### src/rtl/lw_pkg.sv
package lw_pkg;
  typedef enum logic [1:0] {
    ST_IDLE = 2'd0,
    ST_LINK = 2'd1,
    ST_DONE = 2'd2
  } walkState_t;

  // strobes from control to datapath
  typedef struct packed {
    logic loadReq;   // capture request fields
    logic loadLink;  // step to enclosing frame
  } walkStrobe_t;
endpackage

### src/rtl/lw_dpath.sv
module lw_dpath
  import lw_pkg::*;
#(
  parameter int AW = 8,
  parameter int OW = 6,
  parameter int LW = 4,
  parameter int LINK_IDX = 3
) (
  input  logic          clk,
  input  logic          rstN,
  input  walkStrobe_t   strobe,
  input  logic [LW-1:0] reqLevels,
  input  logic [OW-1:0] reqOffset,
  input  logic [AW-1:0] frameBase,
  input  logic [AW-1:0] memRdData,
  output logic [AW-1:0] linkAddr,
  output logic [AW-1:0] sumAddr,
  output logic          lastLevel
);
  localparam logic [AW-1:0] LINK_OFS = AW'(LINK_IDX);
  localparam logic [LW-1:0] ONE_LVL  = LW'(1);

  logic [AW-1:0] curBase;
  logic [LW-1:0] remLevels;
  logic [OW-1:0] offsetQ;

  always_ff @(posedge clk) begin
    if (!rstN) begin
      curBase   <= '0;
      remLevels <= '0;
      offsetQ   <= '0;
    end else if (strobe.loadReq) begin
      curBase   <= frameBase;
      remLevels <= reqLevels;
      offsetQ   <= reqOffset;
    end else if (strobe.loadLink) begin
      curBase   <= memRdData;
      remLevels <= remLevels - ONE_LVL;
    end
  end

  always_comb begin
    linkAddr  = curBase + LINK_OFS;
    sumAddr   = curBase + AW'(offsetQ);
    lastLevel = (remLevels == ONE_LVL);
  end
endmodule

### src/rtl/lw_ctrl.sv
module lw_ctrl
  import lw_pkg::*;
(
  input  logic        clk,
  input  logic        rstN,
  input  logic        reqValid,
  input  logic        reqIsLocal,
  input  logic        lastLevel,
  input  logic        memRdAck,
  input  logic        resReady,
  input  logic        overflow,
  output walkStrobe_t strobe,
  output logic        reqReady,
  output logic        memRdEn,
  output logic        resValid,
  output logic        busy
);
  walkState_t state, stateNext;
  logic accept;

  always_comb begin
    reqReady = (state == ST_IDLE) && !overflow;
    accept   = reqValid && reqReady;
    memRdEn  = (state == ST_LINK);
    resValid = (state == ST_DONE);
    busy     = (state != ST_IDLE);
    strobe.loadReq  = accept;
    strobe.loadLink = (state == ST_LINK) && memRdAck;
    stateNext = state;
    unique case (state)
      ST_IDLE: if (accept) stateNext = reqIsLocal ? ST_DONE : ST_LINK;
      ST_LINK: if (memRdAck && lastLevel) stateNext = ST_DONE;
      ST_DONE: if (resReady) stateNext = ST_IDLE;
      default: stateNext = ST_IDLE;
    endcase
  end

  always_ff @(posedge clk) begin
    if (!rstN) state <= ST_IDLE;
    else       state <= stateNext;
  end
endmodule

### src/rtl/lw_guard.sv
module lw_guard #(
  parameter int AW = 8,
  parameter logic [AW-1:0] SP_INIT = '1,
  parameter logic [AW-1:0] HP_INIT = '0
) (
  input  logic          clk,
  input  logic          rstN,
  input  logic          spWr,
  input  logic [AW-1:0] spData,
  input  logic          hpWr,
  input  logic [AW-1:0] hpData,
  output logic          overflow
);
  logic [AW-1:0] spQ, hpQ, spNext, hpNext;
  logic ovfQ;

  always_comb begin
    spNext = spWr ? spData : spQ;
    hpNext = hpWr ? hpData : hpQ;
  end

  always_ff @(posedge clk) begin
    if (!rstN) begin
      spQ  <= SP_INIT;
      hpQ  <= HP_INIT;
      ovfQ <= 1'b0;
    end else if (spWr || hpWr) begin
      spQ <= spNext;
      hpQ <= hpNext;
      if (spNext <= hpNext) ovfQ <= 1'b1;
    end
  end

  assign overflow = ovfQ;
endmodule

### src/rtl/lex_addr_walker.sv
module lex_addr_walker
  import lw_pkg::*;
#(
  parameter int AW = 8,
  parameter int OW = 6,
  parameter int LW = 4,
  parameter int LINK_IDX = 3
) (
  input  logic          clk,
  input  logic          rstN,
  input  logic          reqValid,
  output logic          reqReady,
  input  logic [LW-1:0] reqLevels,
  input  logic [OW-1:0] reqOffset,
  input  logic [AW-1:0] frameBase,
  output logic          memRdEn,
  output logic [AW-1:0] memRdAddr,
  input  logic [AW-1:0] memRdData,
  input  logic          memRdAck,
  output logic          resValid,
  input  logic          resReady,
  output logic [AW-1:0] resAddr,
  output logic          busy,
  input  logic          spWr,
  input  logic [AW-1:0] spData,
  input  logic          hpWr,
  input  logic [AW-1:0] hpData,
  output logic          overflow
);
  walkStrobe_t strobe;
  logic lastLevel;
  logic reqIsLocal;

  assign reqIsLocal = (reqLevels == '0);

  lw_ctrl i_ctrl (
    .clk(clk), .rstN(rstN), .reqValid(reqValid), .reqIsLocal(reqIsLocal),
    .lastLevel(lastLevel), .memRdAck(memRdAck), .resReady(resReady),
    .overflow(overflow), .strobe(strobe), .reqReady(reqReady),
    .memRdEn(memRdEn), .resValid(resValid), .busy(busy)
  );

  lw_dpath #(.AW(AW), .OW(OW), .LW(LW), .LINK_IDX(LINK_IDX)) i_dpath (
    .clk(clk), .rstN(rstN), .strobe(strobe), .reqLevels(reqLevels),
    .reqOffset(reqOffset), .frameBase(frameBase), .memRdData(memRdData),
    .linkAddr(memRdAddr), .sumAddr(resAddr), .lastLevel(lastLevel)
  );

  lw_guard #(.AW(AW)) i_guard (
    .clk(clk), .rstN(rstN), .spWr(spWr), .spData(spData),
    .hpWr(hpWr), .hpData(hpData), .overflow(overflow)
  );
endmodule

### config.mk
export PLATFORM = sky130hd
export DESIGN_NAME = lex_addr_walker
export DESIGN_NICKNAME = d
export VERILOG_FILES = /design/src/rtl/lw_pkg.sv /design/src/rtl/lw_dpath.sv /design/src/rtl/lw_ctrl.sv /design/src/rtl/lw_guard.sv /design/src/rtl/lex_addr_walker.sv
export SDC_FILE = /design/constraint.sdc
export NUM_CORES = 1
export LEC_CHECK = 0
export CAP_MARGIN = 40
export CORE_ASPECT_RATIO = 2
export CORE_MARGIN = 3
export CORE_UTILIZATION = 30
export CTS_CLUSTER_DIAMETER = 40
export DETAILED_ROUTE_END_ITERATION = 8
export PLACE_DENSITY = 0.63
export SLEW_MARGIN = 0
export SYNTH_ARGS = -nofsm -noshare
export SYNTH_HDL_FRONTEND = slang
export SYNTH_SLANG_ARGS = --single-unit
### constraint.sdc
create_clock -name clk -period 4.7 [get_ports clk]
set_input_delay 0.94 -clock clk [delete_from_list [all_inputs] [get_ports clk]]
set_output_delay 0.94 -clock clk [all_outputs]
set_load 0.02 [all_outputs]
Yosys cells after proc, flatten, opt, wreduce, memory -nomap -nowiden. Cells that the tools add are included.

Flip-flop bits (word level): 37. Input bits: 49. Output and inout bits: 21.

Add/subtract/negate cells: 3. Order comparisons: 1. Equality and inequality tests: 6. Mux-type cells: 11. Reductions and logical operators: 12.

Operator list (count): 2-to-1 mux 8 bit (4); adder 8 x 2 -> 8 bit (second input constant) (1); adder 8 x 6 -> 8 bit (1); <= comparator 8 bit (1); 2-to-1 mux 2 bit (4); 2-to-1 mux 4 bit (2); inequality test 2 x 1 -> 1 bit (second input constant) (3); one-hot mux 2 bit (3 select lines) (1); equality test 4 x 1 -> 1 bit (second input constant) (1); logical AND 1 bit (4); logical NOT 4 bit (1); nonzero test 2 bit (2); subtractor 4 x 1 -> 4 bit (second input constant) (1); AND reduction 3 bit (1); equality test 2 x 1 -> 1 bit (second input constant) (1); equality test 2 bit (second input constant) (1); logical NOT 2 bit (1); AND reduction 2 bit (1); logical NOT 1 bit (1); logical OR 1 bit (1).

Depth between registers and ports, before layout.
Depth after elaboration: 5. Mapped depth: 7. Mapped depth without buffers: 6.

Cells and area by module. From an unflattened synthesis, not the netlist that was laid out.

Cell total of the unflattened synthesis: 238. Area, all modules: 2229.6 µm².

Modules (own cells, without submodules): lw_dpath (instances 1, cells each 144, area an instance 1221.2 µm²); lw_guard (instances 1, cells each 76, area an instance 838.3 µm²); lw_ctrl (instances 1, cells each 17, area an instance 157.7 µm²); lex_addr_walker (instances 1, cells each 1, area an instance 12.5 µm²).

Worst setup path after synthesis. OpenSTA, ideal clock, no wires.

Kind: register to output. Start point: reg i_dpath.curBase[0]. End point: out resAddr[6]. Data arrival time: 1.623 ns. Setup slack: 2.137 ns. Stages on the path, launching flop included: 7. Path buffers: 0. Path through: dfxtp_1 -> ha_1 -> fa_1 -> a21oi_1 -> o211ai_1 -> a21oi_1 -> xnor2_1.

Cells in the longest elaborated chain, start to end: 1.

RTL lines: from (decl) (line lw_dpath.sv:23) `logic [AW-1:0] curBase;`; from (signal assigned) (line lw_dpath.sv:33) `curBase <= frameBase;`; from (signal assigned) (line lw_dpath.sv:37) `curBase <= memRdData;`; adder 8 x 6 -> 8 bit (line lw_dpath.sv:44) `sumAddr = curBase + AW'(offsetQ);`; to (decl) (line lex_addr_walker.sv:22) `output logic [AW-1:0] resAddr,`.

Every way passes these cells.

Worst setup path after layout. Ends and elaborated chain as after synthesis.

==> summary.md <==
| Metric | Value |
|---|---|
| Worst Max-Slew Pin Slew | 0.6062 ns |
| Top sig layer | met4 |
| Yosys reg bits | 37 |
| WL per Instance | 14.14 um |
| Syn Inst Count | 233 |
| Layout net count | about 370 |
| Final period util | 73.29% |
| Htree depth | 2 |
| Postcts setup bufs | 0 |
| Min-delay src | i_dpath.offsetQ[0] |
| Overflow after GRT | 0 |
| Worst-Skew Late Latency | 0.28 ns |
| Largest net degree at the start of global routing | 34 |
| Worst Setup End Kind | output pin |
| Post-CTS Resized | 0 |
| CTS sink count | 37 |
| Initial antenna violation count | 0 |
| Final hold viol count | 0 |
| Layout cells sized above 1 | 6.954% |
| Final Wtd Congestion | between 0.8 and 0.9 |
| Ys Warns | 0 |
| CP max FO | 5 |
| First drt pass iteration count | 4 |
| Core box area | 6674 um2 |
| Vias in the first global route | roughly 1900 |
| Status | finished clean |
| Hold Path Sink | i_dpath.offsetQ[0] |
| Maxcap violations | 0 |
| I/O Buffers | 69 |
| Main synth FF type | dfxtp_1 |
| Max-slew headroom | slightly below 60% |
| Via density | around 4.9 |
| Final ANT Viol Nets | 0 |
| CTS tree | yes |
| Antenna Cells | 0 |
| # fillers | 673 |
| Register area share after synthesis | 35.88% |
| Setup violators final | 0 |
| Lkg Pwr | approximately 0.0012 uW |
| Worst vdd ir | around 0.16 mV |
| Fmax | 290.3 MHz |
| Critical Path RT | 3.76 ns |
| Finished Layout Cells | 390 |
| Clk slew on worst S/H paths | roughly 0.060 ns |
| Pwr Density | ~380 nW/um2 |
| DRC | 0 |
| Distinct cells, synth | roughly 40 |
| Share of the synthesized area in the top cell type | 35.88% |
| PnR worst setup slack | 1.255 ns |
| Global-route wire length before repair | 8.790 mm |
| Area leader, netlist | dfxtp_1 |
| Chip Height | 123.3 um |
| Max Clock Skew | 0.004766 ns |
| Worst R2R Start | i_ctrl.state[0] |
| Synth Area in Adders | 11.27% |
| Hold crit path type | flop to flop |
| Ys async rst share | 0% |
| HPWL Detailed | 4.473 mm |
| Total CTS buffers | 5 |
| Syn Nets | 300 |
| Multiplexer share of the synthesized area | between 8 and 9% |
| Compound-Gate Fraction of Synth Area | 16.48% |
| Die area | 7974 um2 |
| CP arrival | 2.50 ns |
| Largest family of logic cells by synthesized area | simple AND/OR/NAND/NOR gates |
| Area grow syn2layout | 44.91% |
| Reg2reg path depth | 4 |
| Fin crit period | 3.445 ns |
| DR WL met3 | around 260 um |
| Initial drt markers | 78 |
| Vias | around 1900 |
| Cell Area, Synth | 2064 um2 |
| Final wirelength | 5.513 mm |
| Worst reg2reg setup slack | ~3 ns |
| Top Ports | 70 |
| XOR/XNOR Fraction of Synth Area | 5.091% |
| Root buffer cell | clkbuf_16 |
| CTS Buffer Depth | 2 |
| Commonest non-fill, non-tap cell in the layout | clkdlybuf4s50_1 |
| Post-Synth Simple-Gate Area | between 10% and 20% |
| Startpoint Class | flop |
| Starting Density | 30.93% |
| Setup TNS | 0 ns |
| Commonest non-fill, non-tap cells in the layout | clkdlybuf4s50_1 (69), dfxtp_1 (37), nand2_1 (30) |
| Routed length on met1 | 2.020 mm |
| Avg Cell Area, Syn | 8.860 um2 |
| R2R Path End | i_dpath.remLevels[1] |
| Hold path cells | 2 |
| Class of the most critical setup path | flop to output pin |
| Fin. max-slew vios | 0 |
| Top area cells in the synthesized netlist | dfxtp_1 (36%), ha_1 (10%), a21oi_1 (6.1%) |
| Met2 WL post-DR | 3.020 mm |
| RSZ-0062 raised after global routing | false |
| Die X | 64.66 um |
| Dpl cells | around 380 |
| Hold-fix buffers at CTS | 0 |
| Tot Pwr | between 1000 and 1500 uW |
| Pre-CTS setup slack | about 1.5 ns |
| Post-synth EDFFs | 0 |
| GRT Total Usage | between 10 and 15% |
| Rows | 42 |
-- routing by layer --
metal | up-vias | GRT usage (%)
li1 | 954 | -
met1 | 876 | 13.89
met2 | 61 | 27.53
met3 | 13 | 2.818
met4 | 0 | 7.682
met5 | - | 0
-- synth_stat cells (2+ instances only) --
library cell and n:
a21oi_1 25, a22oi_1 9, buf_2 4, buf_6 2, clkbuf_1 3, dfxtp_1 37
ha_1 17, inv_1 9, mux2_1 2, mux2_2 6, mux2i_1 8, nand2_1 30
nand3_1 4, nand4_1 2, nor2_1 15, nor2b_1 7, nor3_1 2, nor4_1 3
o211ai_1 3, o21ai_0 4, o21ai_1 5, o31a_1 2, or2_1 5, or2_2 2
xnor2_1 7, xor2_1 5
-- power breakdown --
part / internal (uW) / switching, uW
registers: 347 / 39.0
logic: 189 / 186
clock network: 265 / 122
total: 802 / 347
-- flip-flops by register name, summed over array words and instances (netlist names) --
name / cells
i_dpath.offsetQ: 6
i_guard.spQ: 8
i_ctrl.state: 2
i_dpath.remLevels: 4
i_guard.overflow: 1
i_dpath.curBase: 8
i_guard.hpQ: 8
-- worst max-delay path, cell delays in order (launching register included) --
cell and delay, ns:
dfxtp_1 0.34, ha_1 0.22, fa_1 0.40, a21oi_1 0.20
o211ai_1 0.13, a21oi_1 0.19, xnor2_1 0.13, clkdlybuf4s50_1 0.61
-- cell families after synthesis --
| kind of cell | Yosys count |
|---|---|
| multiplexers | 16 |
| flip-flops | 37 |
| buffers and inverters | 19 |
| XOR/XNOR | 12 |
| adder cells (fa/ha/maj) | 18 |
| AO/OA/AOI/OAI | 55 |
| AND/OR/NAND/NOR | 76 |
-- stage by stage --
step	utilization, %	hold slack (ns)	area, um2
3_3_place_gp	42.24	0.4513	2819
5_1_grt	44.83	0.4912	2992
4_1_cts	44.83	0.4636	2992
3_5_place_dp	42.24	0.4537	2819
6_report	44.83	0.4613	2992
2_1_floorplan	-	0.4406	2064
-- final cells by class --
type | instances | area (um2) | share of cell area (%)
multi-input combinational | 177 | 1232 | 41.20
inverter | 10 | 37.54 | 1.255
clock inverter | 1 | 30.03 | 1.004
timing repair buffer | 70 | 698.2 | 23.34
sequential | 37 | 740.7 | 24.76
tap | 88 | 110.1 | 3.680
clock buffer | 7 | 142.6 | 4.768
-- worst max path at each step --
stage / slack [ns] / start / endpoint / cells past startpoint
after floorplan: 2.14 / i_dpath.curBase[0] / resAddr[6] / 6
after global placement: 1.55 / i_dpath.curBase[0] / resAddr[6] / 7
after detailed placement: 1.51 / spWr / i_guard.overflow / 6
after CTS: 1.23 / i_dpath.curBase[0] / resAddr[6] / 7
after global routing: 1.12 / i_dpath.curBase[0] / resAddr[6] / 7
final: 1.26 / i_dpath.curBase[0] / resAddr[6] / 7
Note: power is estimated with default switching activity, not from simulation.
